## src/rtl/cl_pkg.sv

```systemverilog
package cl_pkg;
  localparam int unsigned WORD_W = 32;
  localparam int unsigned IDX_W  = $clog2(WORD_W);
  localparam int unsigned LADR_W = 2 * WORD_W;

  // header bits that own one payload word each
  localparam logic [WORD_W-1:0] LOAD_MASK = 32'hE018_5FFC;

  localparam int unsigned CLR_BIT     = 0;
  localparam int unsigned LINK_LO_BIT = 30;
  localparam int unsigned LINK_HI_BIT = 31;

  typedef enum logic [1:0] {
    ST_IDLE  = 2'd0,
    ST_CLEAR = 2'd1,
    ST_LOAD  = 2'd2,
    ST_FIRE  = 2'd3
  } ld_state_e;
endpackage

```

## src/rtl/cl_lsb_pick.sv

```systemverilog
module cl_lsb_pick #(
  parameter int unsigned W = 32,
  localparam int unsigned IW = (W > 1) ? $clog2(W) : 1
) (
  input  logic [W-1:0]  vec_i,
  output logic          any_o,
  output logic [IW-1:0] idx_o,
  output logic [W-1:0]  rest_o
);
  always_comb begin
    idx_o = '0;
    for (int i = W - 1; i >= 0; i--) begin
      if (vec_i[i]) idx_o = IW'(i);
    end
  end

  assign any_o  = |vec_i;
  assign rest_o = vec_i & (vec_i - W'(1));
endmodule

```

## src/rtl/cl_clr_timer.sv

```systemverilog
module cl_clr_timer #(
  parameter int unsigned CYC = 3,
  localparam int unsigned CW = (CYC > 1) ? $clog2(CYC) : 1
) (
  input  logic clk,
  input  logic rst_n,
  input  logic load_i,
  input  logic run_i,
  output logic last_o
);
  logic [CW-1:0] cnt_q, cnt_d;
  logic          cnt_en;

  always_comb begin
    cnt_en = load_i | (run_i & (cnt_q != '0));
    cnt_d  = load_i ? CW'(CYC - 1) : (cnt_q - CW'(1));
  end

  always_ff @(posedge clk or negedge rst_n) begin
    if (!rst_n)      cnt_q <= '0;
    else if (cnt_en) cnt_q <= cnt_d;
  end

  assign last_o = (cnt_q == '0);
endmodule

```

## src/rtl/cl_link_cap.sv

```systemverilog
module cl_link_cap
  import cl_pkg::*;
(
  input  logic              clk,
  input  logic              rst_n,
  input  logic              hdr_acc_i,
  input  logic              word_acc_i,
  input  logic [IDX_W-1:0]  word_idx_i,
  input  logic [WORD_W-1:0] word_i,
  output logic              seen_o,
  output logic              go_o,
  output logic [LADR_W-1:0] addr_o
);
  logic [WORD_W-1:0] lo_q, hi_q;
  logic              seen_q;
  logic              lo_hit, hi_hit;

  assign lo_hit = word_acc_i & (word_idx_i == IDX_W'(LINK_LO_BIT));
  assign hi_hit = word_acc_i & (word_idx_i == IDX_W'(LINK_HI_BIT));

  always_ff @(posedge clk or negedge rst_n) begin
    if (!rst_n) begin
      lo_q   <= '0;
      seen_q <= 1'b0;
    end else if (hdr_acc_i) begin
      lo_q   <= '0;
      seen_q <= 1'b0;
    end else if (lo_hit) begin
      lo_q   <= word_i;
      seen_q <= 1'b1;
    end
  end

  always_ff @(posedge clk or negedge rst_n) begin
    if (!rst_n)         hi_q <= '0;
    else if (hdr_acc_i) hi_q <= '0;
    else if (hi_hit)    hi_q <= word_i;
  end

  assign seen_o = seen_q;
  assign go_o   = lo_q[0];
  assign addr_o = {hi_q, lo_q[WORD_W-1:1], 1'b0};
endmodule

```

## src/rtl/cl_loader.sv

```systemverilog
module cl_loader
  import cl_pkg::*;
#(
  parameter int unsigned CLR_CYC     = 3,
  parameter int unsigned SYNC_STAGES = 2
) (
  input  logic              clk,
  input  logic              rst_n,
  input  logic              s_valid,
  output logic              s_ready,
  input  logic [WORD_W-1:0] s_data,
  output logic              wr_en,
  output logic [IDX_W-1:0]  wr_idx,
  output logic [WORD_W-1:0] wr_data,
  output logic              clr_busy,
  output logic              start,
  output logic              link_vld,
  output logic              link_go,
  output logic [LADR_W-1:0] link_addr
);
  // ---------------- reset release synchronizer ----------------
  logic rst_int_n;

  generate
    if (SYNC_STAGES < 2) begin : g_sync1
      logic rs_q;
      always_ff @(posedge clk or negedge rst_n) begin
        if (!rst_n) rs_q <= 1'b0;
        else        rs_q <= 1'b1;
      end
      assign rst_int_n = rs_q;
    end else begin : g_syncn
      logic [SYNC_STAGES-1:0] rs_q;
      always_ff @(posedge clk or negedge rst_n) begin
        if (!rst_n) rs_q <= '0;
        else        rs_q <= {rs_q[SYNC_STAGES-2:0], 1'b1};
      end
      assign rst_int_n = rs_q[SYNC_STAGES-1];
    end
  endgenerate

  // ---------------- state ----------------
  ld_state_e         state_q, state_d;
  logic [WORD_W-1:0] pend_q, pend_d;
  logic              pend_en;
  logic              wr_en_q;
  logic [IDX_W-1:0]  wr_idx_q;
  logic [WORD_W-1:0] wr_data_q;

  logic              pend_any;
  logic [IDX_W-1:0]  pend_idx;
  logic [WORD_W-1:0] pend_rest;
  logic [WORD_W-1:0] hdr_pend;
  logic              hdr_acc, word_acc;
  logic              clr_last;
  logic              link_seen, link_en_bit;

  cl_lsb_pick #(.W(WORD_W)) u_pick (
    .vec_i  (pend_q),
    .any_o  (pend_any),
    .idx_o  (pend_idx),
    .rest_o (pend_rest)
  );

  cl_clr_timer #(.CYC(CLR_CYC)) u_clr (
    .clk    (clk),
    .rst_n  (rst_int_n),
    .load_i (hdr_acc & s_data[CLR_BIT]),
    .run_i  (state_q == ST_CLEAR),
    .last_o (clr_last)
  );

  cl_link_cap u_link (
    .clk        (clk),
    .rst_n      (rst_int_n),
    .hdr_acc_i  (hdr_acc),
    .word_acc_i (word_acc),
    .word_idx_i (pend_idx),
    .word_i     (s_data),
    .seen_o     (link_seen),
    .go_o       (link_en_bit),
    .addr_o     (link_addr)
  );

  // ---------------- handshake decode ----------------
  always_comb begin
    hdr_pend = s_data & LOAD_MASK;
    s_ready  = (state_q == ST_IDLE) | ((state_q == ST_LOAD) & pend_any);
    hdr_acc  = (state_q == ST_IDLE) & s_valid;
    word_acc = (state_q == ST_LOAD) & pend_any & s_valid;
  end

  // ---------------- next state ----------------
  always_comb begin
    state_d = state_q;
    unique case (state_q)
      ST_IDLE: begin
        if (s_valid) begin
          if (s_data[CLR_BIT])      state_d = ST_CLEAR;
          else if (hdr_pend == '0)  state_d = ST_FIRE;
          else                      state_d = ST_LOAD;
        end
      end
      ST_CLEAR: begin
        if (clr_last) state_d = pend_any ? ST_LOAD : ST_FIRE;
      end
      ST_LOAD: begin
        if (!pend_any) state_d = ST_FIRE;
      end
      ST_FIRE: state_d = ST_IDLE;
      default: state_d = ST_IDLE;
    endcase
  end

  always_comb begin
    pend_en = hdr_acc | word_acc;
    pend_d  = hdr_acc ? hdr_pend : pend_rest;
  end

  // ---------------- registers ----------------
  always_ff @(posedge clk or negedge rst_int_n) begin
    if (!rst_int_n) state_q <= ST_IDLE;
    else            state_q <= state_d;
  end

  always_ff @(posedge clk or negedge rst_int_n) begin
    if (!rst_int_n)   pend_q <= '0;
    else if (pend_en) pend_q <= pend_d;
  end

  always_ff @(posedge clk or negedge rst_int_n) begin
    if (!rst_int_n) wr_en_q <= 1'b0;
    else            wr_en_q <= word_acc;
  end

  always_ff @(posedge clk or negedge rst_int_n) begin
    if (!rst_int_n) begin
      wr_idx_q  <= '0;
      wr_data_q <= '0;
    end else if (word_acc) begin
      wr_idx_q  <= pend_idx;
      wr_data_q <= s_data;
    end
  end

  // ---------------- outputs ----------------
  assign wr_en    = wr_en_q;
  assign wr_idx   = wr_idx_q;
  assign wr_data  = wr_data_q;
  assign clr_busy = (state_q == ST_CLEAR);
  assign start    = (state_q == ST_FIRE);
  assign link_vld = start & link_seen;
  assign link_go  = link_vld & link_en_bit;
endmodule

```

## config.mk

```make
export PLATFORM = sky130hd
export DESIGN_NAME = cl_loader
export DESIGN_NICKNAME = d
export VERILOG_FILES = /design/src/rtl/cl_pkg.sv /design/src/rtl/cl_lsb_pick.sv /design/src/rtl/cl_clr_timer.sv /design/src/rtl/cl_link_cap.sv /design/src/rtl/cl_loader.sv
export SDC_FILE = /design/constraint.sdc
export NUM_CORES = 1
export LEC_CHECK = 0
export CAP_MARGIN = 10
export CELL_PAD_IN_SITES_DETAIL_PLACEMENT = 0
export CELL_PAD_IN_SITES_GLOBAL_PLACEMENT = 1
export CORE_MARGIN = 2
export CORE_UTILIZATION = 37
export CTS_BUF_LIST = sky130_fd_sc_hd__clkbuf_8 sky130_fd_sc_hd__clkbuf_16
export DETAILED_ROUTE_END_ITERATION = 12
export GPL_TIMING_DRIVEN = 0
export PLACE_DENSITY_LB_ADDON = 0.1
export RECOVER_POWER = 50
export REMOVE_ABC_BUFFERS = 1
export SKIP_LAST_GASP = 1
export SLEW_MARGIN = 15
export SYNTH_ARGS = -nofsm -noshare
export SYNTH_HDL_FRONTEND = slang
export SYNTH_SLANG_ARGS = --single-unit
```

## constraint.sdc

```tcl
create_clock -name clk -period 5.3 [get_ports clk]
set_input_delay 1.06 -clock clk [delete_from_list [all_inputs] [get_ports clk]]
set_output_delay 1.06 -clock clk [all_outputs]
set_load 0.01 [all_outputs]
```

==> impl_metrics.py, run 1 <==
metrics = {
    "outcome": {
        "violations": "capacitance limit, slew limit",
        "status": "finished, violations left",
    },
    "flow_run": {
        "cap_violations": 1,
    },
    "global_routing": {
        "grtUsageTotal": 0.208,
        "grt_antenna_before_repair": 0,
        "grt_pass1_vias": 5344,
        "grt-ovfl-total": 0,
        "grt_max_degree": 58,
        "grt_pass1_wl_um": 29300,
    },
    "timing": {
        "fin_hold_ws_ps": 351,
        "fmax_mhz": 249,
        "slew_headroom": -0.833,
        "setup_ws_ps": 1280,
        "fin_worst_skew_ps": 13.7,
        "hold_violations": 0,
        "tightest_slew_ps": 2750,
        "finalSetupTns_ps": 0,
        "setup_viol": 0,
        "drv_slew": 52,
        "rsz0062_at_grt": "false",
        "min_period_ps": 4020,
        "period_share": 0.759,
    },
    "critical_path": {
        "ff2ff_setup_slack_ps": 1540,
        "crit_path_end_kind": "output pin",
        "worstRegToRegCells": 1,
        "crit_start": "pend_q[23]",
        "cp.arrival_ps": 2960,
        "critical_path.max_fanout": 7,
        "start_kind": "register",
        "r2r_start": "g_syncn.rs_q[1]",
        "required_ps": 4240,
        "crit_end": "s_ready",
        "path_class": "reg2out",
        "r2r-end": "u_link.hi_q[2]",
    },
    "floorplan": {
        "core_area_um2": 16700,
        "die_h_um": 135,
        "initial_core_util": 0.380,
        "boundaryPins": 142,
        "die_x_um": 135,
        "dieArea_um2": 18200,
        "rows": 47,
    },
    "final_layout": {
        "nets": 787,
        "diodes": 0,
        "fin_cells": 979,
        "drive_above_1_share": 0.119,
        "utilization": 0.524,
        "syn_to_final_growth_pct": 37.7,
    },
    "power_and_ir_drop": {
        "powerDensity_nw_per_um2": 505,
        "ir_drop_mv": 0.242,
        "p_leak_nw": 3.76,
    },
    "synth": {
        "synth_warnings": 0,
        "syn_inst": 611,
        "ys_seq_area_frac": 0.547,
        "syn_area_per_cell_um2": 10.4,
        "synth_edf_count": 0,
        "synthesis.area_um2": 6350,
        "ys_ff_latch": 139,
        "synth_cell_type_count": 52,
        "yosysTopAreaCellShare": 0.547,
        "ys_async_sr_fraction": 1.00,
        "synth_largest_area_cell": "dfrtp_1",
        "yosys-top-cells-area": "dfrtp_1 55%, nand2_1 6.0%, mux2_2 5.7%, mux2i_1 5.2%, o21ai_0 3.9%",
        "synthFlopType": "dfrtp_1",
    },
    "clock_network": {
        "cts_buffers": 17,
        "cts_resized": 0,
        "htreeDepth": 4,
        "cts-root-buf": "clkbuf_16",
        "cts_hold_buf": 0,
        "cts.path.max_buffers": 2,
        "cts_post_setup_buffers_inserted": 0,
        "clock-sinks": 139,
        "clk_latency_ps": 420,
        "clk_pin_slew_ps": 60,
        "cts_tree": "yes",
    },
    "placed_design": {
        "dp.cells": 947,
        "portBuffers": 140,
        "place_congestion": 0.798,
        "dp_slack_ps": 1070,
        "dp_hpwl_um": 12400,
    },
    "drt": {
        "dr.pass1.iters": 5,
        "drc": 0,
        "vias_per_cell": 5.31,
        "dr_total_vias": 5202,
        "post_drt_wl_per_cell_um": 18.6,
        "drt.antenna.violating_nets": 0,
        "routed_wl_um": 18200,
        "first_iter_violations": 317,
    },
    "worst_hold_path": {
        "hold_start": "g_syncn.rs_q[0]",
        "hold_path.class": "reg2reg",
    },
}
-- logic make-up (layout without fill, tap and decap cells) --
group | count (synthesis) | in the layout | synth area share
flip-flops | 139 | 139 | 0.547
multiplexers | 65 | 65 | 0.109
AO/OA/AOI/OAI | 135 | 135 | 0.135
XOR/XNOR | 1 | 1 | 0.00138
adder cells (fa/ha/maj) | 6 | 6 | 0.0118
other | 2 | 2 | 0.00118
AND/OR/NAND/NOR | 215 | 215 | 0.160
buffers and inverters | 48 | 196 | 0.0345
-- flip-flops by register name, summed over array words and instances, names as in the netlist --
register	flops
g_syncn.rs_q	2
wr_data	32
u_link.hi_q	32
state_q	2
u_clr.cnt_q	2
u_link.lo_q	32
wr_en	1
u_link.seen_o	1
pend_q	30
wr_idx	5
-- cells in the mapped netlist, types with 2 or more instances --
cell / count
a21oi_1: 39
nand2_1: 102
clkbuf_1: 26
o211ai_1: 2
buf_2: 7
buf_6: 3
o21ai_0: 50
nand3_1: 37
and3_1: 5
nor2b_1: 2
conb_1: 2
buf_4: 2
o311ai_0: 4
mux2_2: 32
o21a_1: 2
dfrtp_1: 139
inv_1: 10
a31oi_1: 2
nor3b_1: 2
o31ai_1: 3
and2_1: 4
nor4_1: 11
or2_2: 2
a211o_1: 2
ha_1: 6
or3_1: 3
a221oi_1: 2
mux2i_1: 33
a211oi_1: 5
nor3_1: 7
nand2b_1: 5
o211a_1: 6
nand4_1: 2
o41ai_1: 7
or4_1: 4
o21ai_1: 2
nor2_1: 24
-- where the power goes --
group          switching (mW)  total (mW)  internal [mW]
logic                   0.913        1.62          0.709
registers               0.177        1.47           1.30
clock network           0.454        1.32          0.869
total                    1.54        4.42           2.88
-- per-layer routing --
layer,routed length [um],track usage
met5,0,0
met4,232,0.0689
met3,1220,0.0672
met2,8710,0.324
met1,8030,0.276
-- final cells by class --
cell class / instances / area (um2)
multi-input cells: 424 / 2700
clock inverters: 12 / 194
clock buffers: 20 / 467
repair buffers: 154 / 1600
inverters: 10 / 37.5
flip-flops and latches: 139 / 3480
fillers: 1531 / 7950
well taps: 220 / 275
-- worst min-delay path by stage --
stage | to | slack, ps | cells after the start
finish | g_syncn.rs_q[1] | 350 | 0
floorplan | g_syncn.rs_q[1] | 330 | 0
global route | g_syncn.rs_q[1] | 360 | 0
CTS | u_link.lo_q[15] | 300 | 0
global placement | g_syncn.rs_q[1] | 340 | 0
detailed placement | wr_data[15] | 300 | 0
-- through the flow --
step / power (mW) / instance area [um2]
2_1_floorplan: 2.37 / 6170
3_3_place_gp: 3.07 / 7850
3_5_place_dp: 3.17 / 8110
4_1_cts: 4.51 / 8770
5_1_grt: 4.69 / 8750
6_report: 4.42 / 8750
-- critical path: stages, from the launching register on --
cell and delay, ps:
dfrtp_1 430, nor4_1 530, nand2_1 260, o41ai_1 700, nand2b_1 130, clkdlybuf4s50_1 510
-- cell usage in the layout, fill, tap and decap left out, drive strengths merged, types with 3 or more instances in the layout --
cell and count:
inv 11, o311ai 4, a21oi 39, o31ai 3
clkbuf 21, mux2i 33, nor3 8, bufinv 5
nor4 12, and3 5, and2 4, clkinvlp 4
or3 3, nand3 37, o21ai 52, ha 6
clkdlybuf4s50 90, mux2 32, o41ai 7, nand2b 5
dlygate4sd3 50, or4 5, nand2 102, a211oi 5
o211a 6, buf 13, nor2 24, dfrtp 139
No activity file was read; power rests on OpenSTA's default activity.
==> run 2: changes to the inputs <==
--- a/config.mk
+++ b/config.mk
@@ -9,7 +9,7 @@
 export CELL_PAD_IN_SITES_DETAIL_PLACEMENT = 0
 export CELL_PAD_IN_SITES_GLOBAL_PLACEMENT = 1
 export CORE_MARGIN = 2
-export CORE_UTILIZATION = 37
+export CORE_UTILIZATION = 35
 export CTS_BUF_LIST = sky130_fd_sc_hd__clkbuf_8 sky130_fd_sc_hd__clkbuf_16
 export DETAILED_ROUTE_END_ITERATION = 12
 export GPL_TIMING_DRIVEN = 0
==> constraint.sdc (replaced) <==
create_clock -name clk -period 3.7 [get_ports clk]
set_input_delay 0.74 -clock clk [delete_from_list [all_inputs] [get_ports clk]]
set_output_delay 0.74 -clock clk [all_outputs]
set_load 0.01 [all_outputs]
==> run 2 against run 1 <==
The run now ends clean. Non-clock buffer count grew 1. First-iteration DRC count shrank 3.5%. Die area grew 5.5%. Sequential share of layout area grew 0.30 points. Critical path depth is the same. Register-to-register slack lost 1200 ps. Worst hold slack lost 0.94 ps. Power grew 39%. Cell count grew 1.0%. Largest cell class unchanged.
==> impl_metrics.py, run 2 (same netlist as run 1, synthesis figures left out) <==
metrics = {
    "outcome": {
        "status": "finished, final reports clean",
    },
    "drt": {
        "drt.antenna.violating_nets": 0,
        "dr_total_vias": 5204,
        "vias_per_cell": 5.26,
        "post_drt_wl_per_cell_um": 18.6,
        "first_iter_violations": 306,
        "drc": 0,
        "routed_wl_um": 18400,
        "dr.pass1.iters": 4,
    },
    "timing": {
        "finalSetupTns_ps": 0,
        "fmax_mhz": 290,
        "drv_slew": 0,
        "min_period_ps": 3440,
        "hold_violations": 0,
        "period_share": 0.931,
        "slew_headroom": 0.0167,
        "rsz0062_at_grt": "false",
        "setup_viol": 0,
        "tightest_slew_ps": 1470,
        "fin_worst_skew_ps": 9.56,
    },
    "global_routing": {
        "met3_usage": 0.0749,
        "grtUsageTotal": 0.198,
        "grt_antenna_before_repair": 0,
        "grt_pass1_wl_um": 30200,
        "use_met1": 0.252,
        "met2_usage": 0.317,
        "grt_pass1_vias": 5361,
        "grt-ovfl-total": 0,
        "top_usage_layer": "met2",
        "grt_max_degree": 63,
    },
    "critical_path": {
        "cp.arrival_ps": 2700,
        "r2r_start": "pend_q[4]",
        "critical_path.max_fanout": 7,
        "path_class": "reg2out",
        "required_ps": 2960,
        "start_kind": "register",
        "crit_start": "pend_q[4]",
        "r2r-end": "wr_data[19]",
        "crit_path_end_kind": "output pin",
        "ff2ff_setup_slack_ps": 340,
        "worstRegToRegCells": 6,
    },
    "final_layout": {
        "final_cell_mix": "139 x dfrtp_1, 100 x nand2_1, 91 x clkdlybuf4s50_1",
        "nets": 788,
        "diodes": 0,
        "drive_above_1_share": 0.125,
        "layout_commonest_cell": "dfrtp_1",
        "nFillCells": 1700,
        "syn_to_final_growth_pct": 36.6,
    },
    "power_and_ir_drop": {
        "p_sw_frac": 0.370,
        "ir_drop_mv": 0.378,
        "powerDensity_nw_per_um2": 706,
        "pwr-share-seq": 0.345,
        "comb_power_share": 0.390,
        "power.switching_mw": 2.27,
        "internal_power_mw": 3.86,
        "p_clk_frac": 0.264,
        "finalPower_mw": 6.13,
        "p_leak_nw": 3.72,
    },
    "floorplan": {
        "die_h_um": 139,
        "rows": 49,
        "die_x_um": 139,
        "dieArea_um2": 19200,
        "initial_core_util": 0.355,
        "boundaryPins": 142,
        "core_area_um2": 17900,
    },
    "clock_network": {
        "cts_buffers": 17,
        "clk_pin_slew_ps": 60,
        "clock-sinks": 139,
        "cts_tree": "yes",
        "cts_post_setup_buffers_inserted": 0,
        "htreeDepth": 4,
        "cts-root-buf": "clkbuf_16",
        "cts.path.max_buffers": 2,
        "clk_latency_ps": 420,
    },
    "placed_design": {
        "portBuffers": 140,
        "dp_hpwl_um": 12700,
        "place_congestion": 0.823,
    },
    "worst_hold_path": {
        "hold_path.class": "reg2reg",
        "min_to": "g_syncn.rs_q[1]",
        "hold_depth": 0,
        "hold_start": "g_syncn.rs_q[0]",
    },
    "flow_run": {
        "cap_violations": 0,
    },
}
-- run 2: worst max-delay path by stage --
stage | to | slack [ps]
floorplan | pend_q[10] | -460
global placement | u_link.lo_q[0] | -2850
detailed placement | u_link.lo_q[19] | 30
CTS | s_ready | 140
global route | s_ready | 50
finish | s_ready | 260
-- run 2: timing repair --
action / in CTS / in global routing
gates resized for setup: 1 / 2
hold buffers: 0 / 0
setup endpoints to repair: 1 / 1
-- run 2: critical path, stage by stage, from the launching register on --
cell and delay, ps:
dfrtp_1 440, or4_4 560, nand2b_1 320, o41ai_4 370, nand2b_1 110, clkdlybuf4s50_1 490
-- run 2: per-layer routing --
layer,wire length [um],up-vias
met5,0,-
met4,260,0
met3,1300,15
met2,8840,129
met1,8030,2611
li1,-,2449
-- run 2: area by class of cell --
class | count | area [um2] | share of cell area
inverters | 10 | 37.5 | 0.00432
clock buffers | 18 | 439 | 0.0506
well taps | 229 | 287 | 0.0330
flip-flops and latches | 139 | 3480 | 0.401
multi-input cells | 424 | 2710 | 0.312
clock inverters | 14 | 126 | 0.0146
repair buffers | 155 | 1600 | 0.185
-- run 2: power groups by stage --
stage                     logic, mW  clock network (mW)  registers (mW)
after global routing           2.64                1.74            2.17
after CTS                      2.48                1.67            2.12
after global placement         2.27                   0            2.15
after detailed placement       2.45                   0            2.15
after floorplan                1.18                   0            2.22
final                          2.39                1.62            2.12
-- run 2: stage by stage --
stage / util / hold slack, ps / worst slack, ps / cells / cell area, um2
detailed placement: 0.455 / 326 / 32.1 / 957 / 8150
global placement: 0.439 / 336 / -2850 / 942 / 7860
floorplan: - / 331 / -460 / 573 / 6170
global route: 0.485 / 352 / 53.8 / 989 / 8680
finish: 0.485 / 350 / 255 / 989 / 8680
CTS: 0.487 / 330 / 135 / 989 / 8730
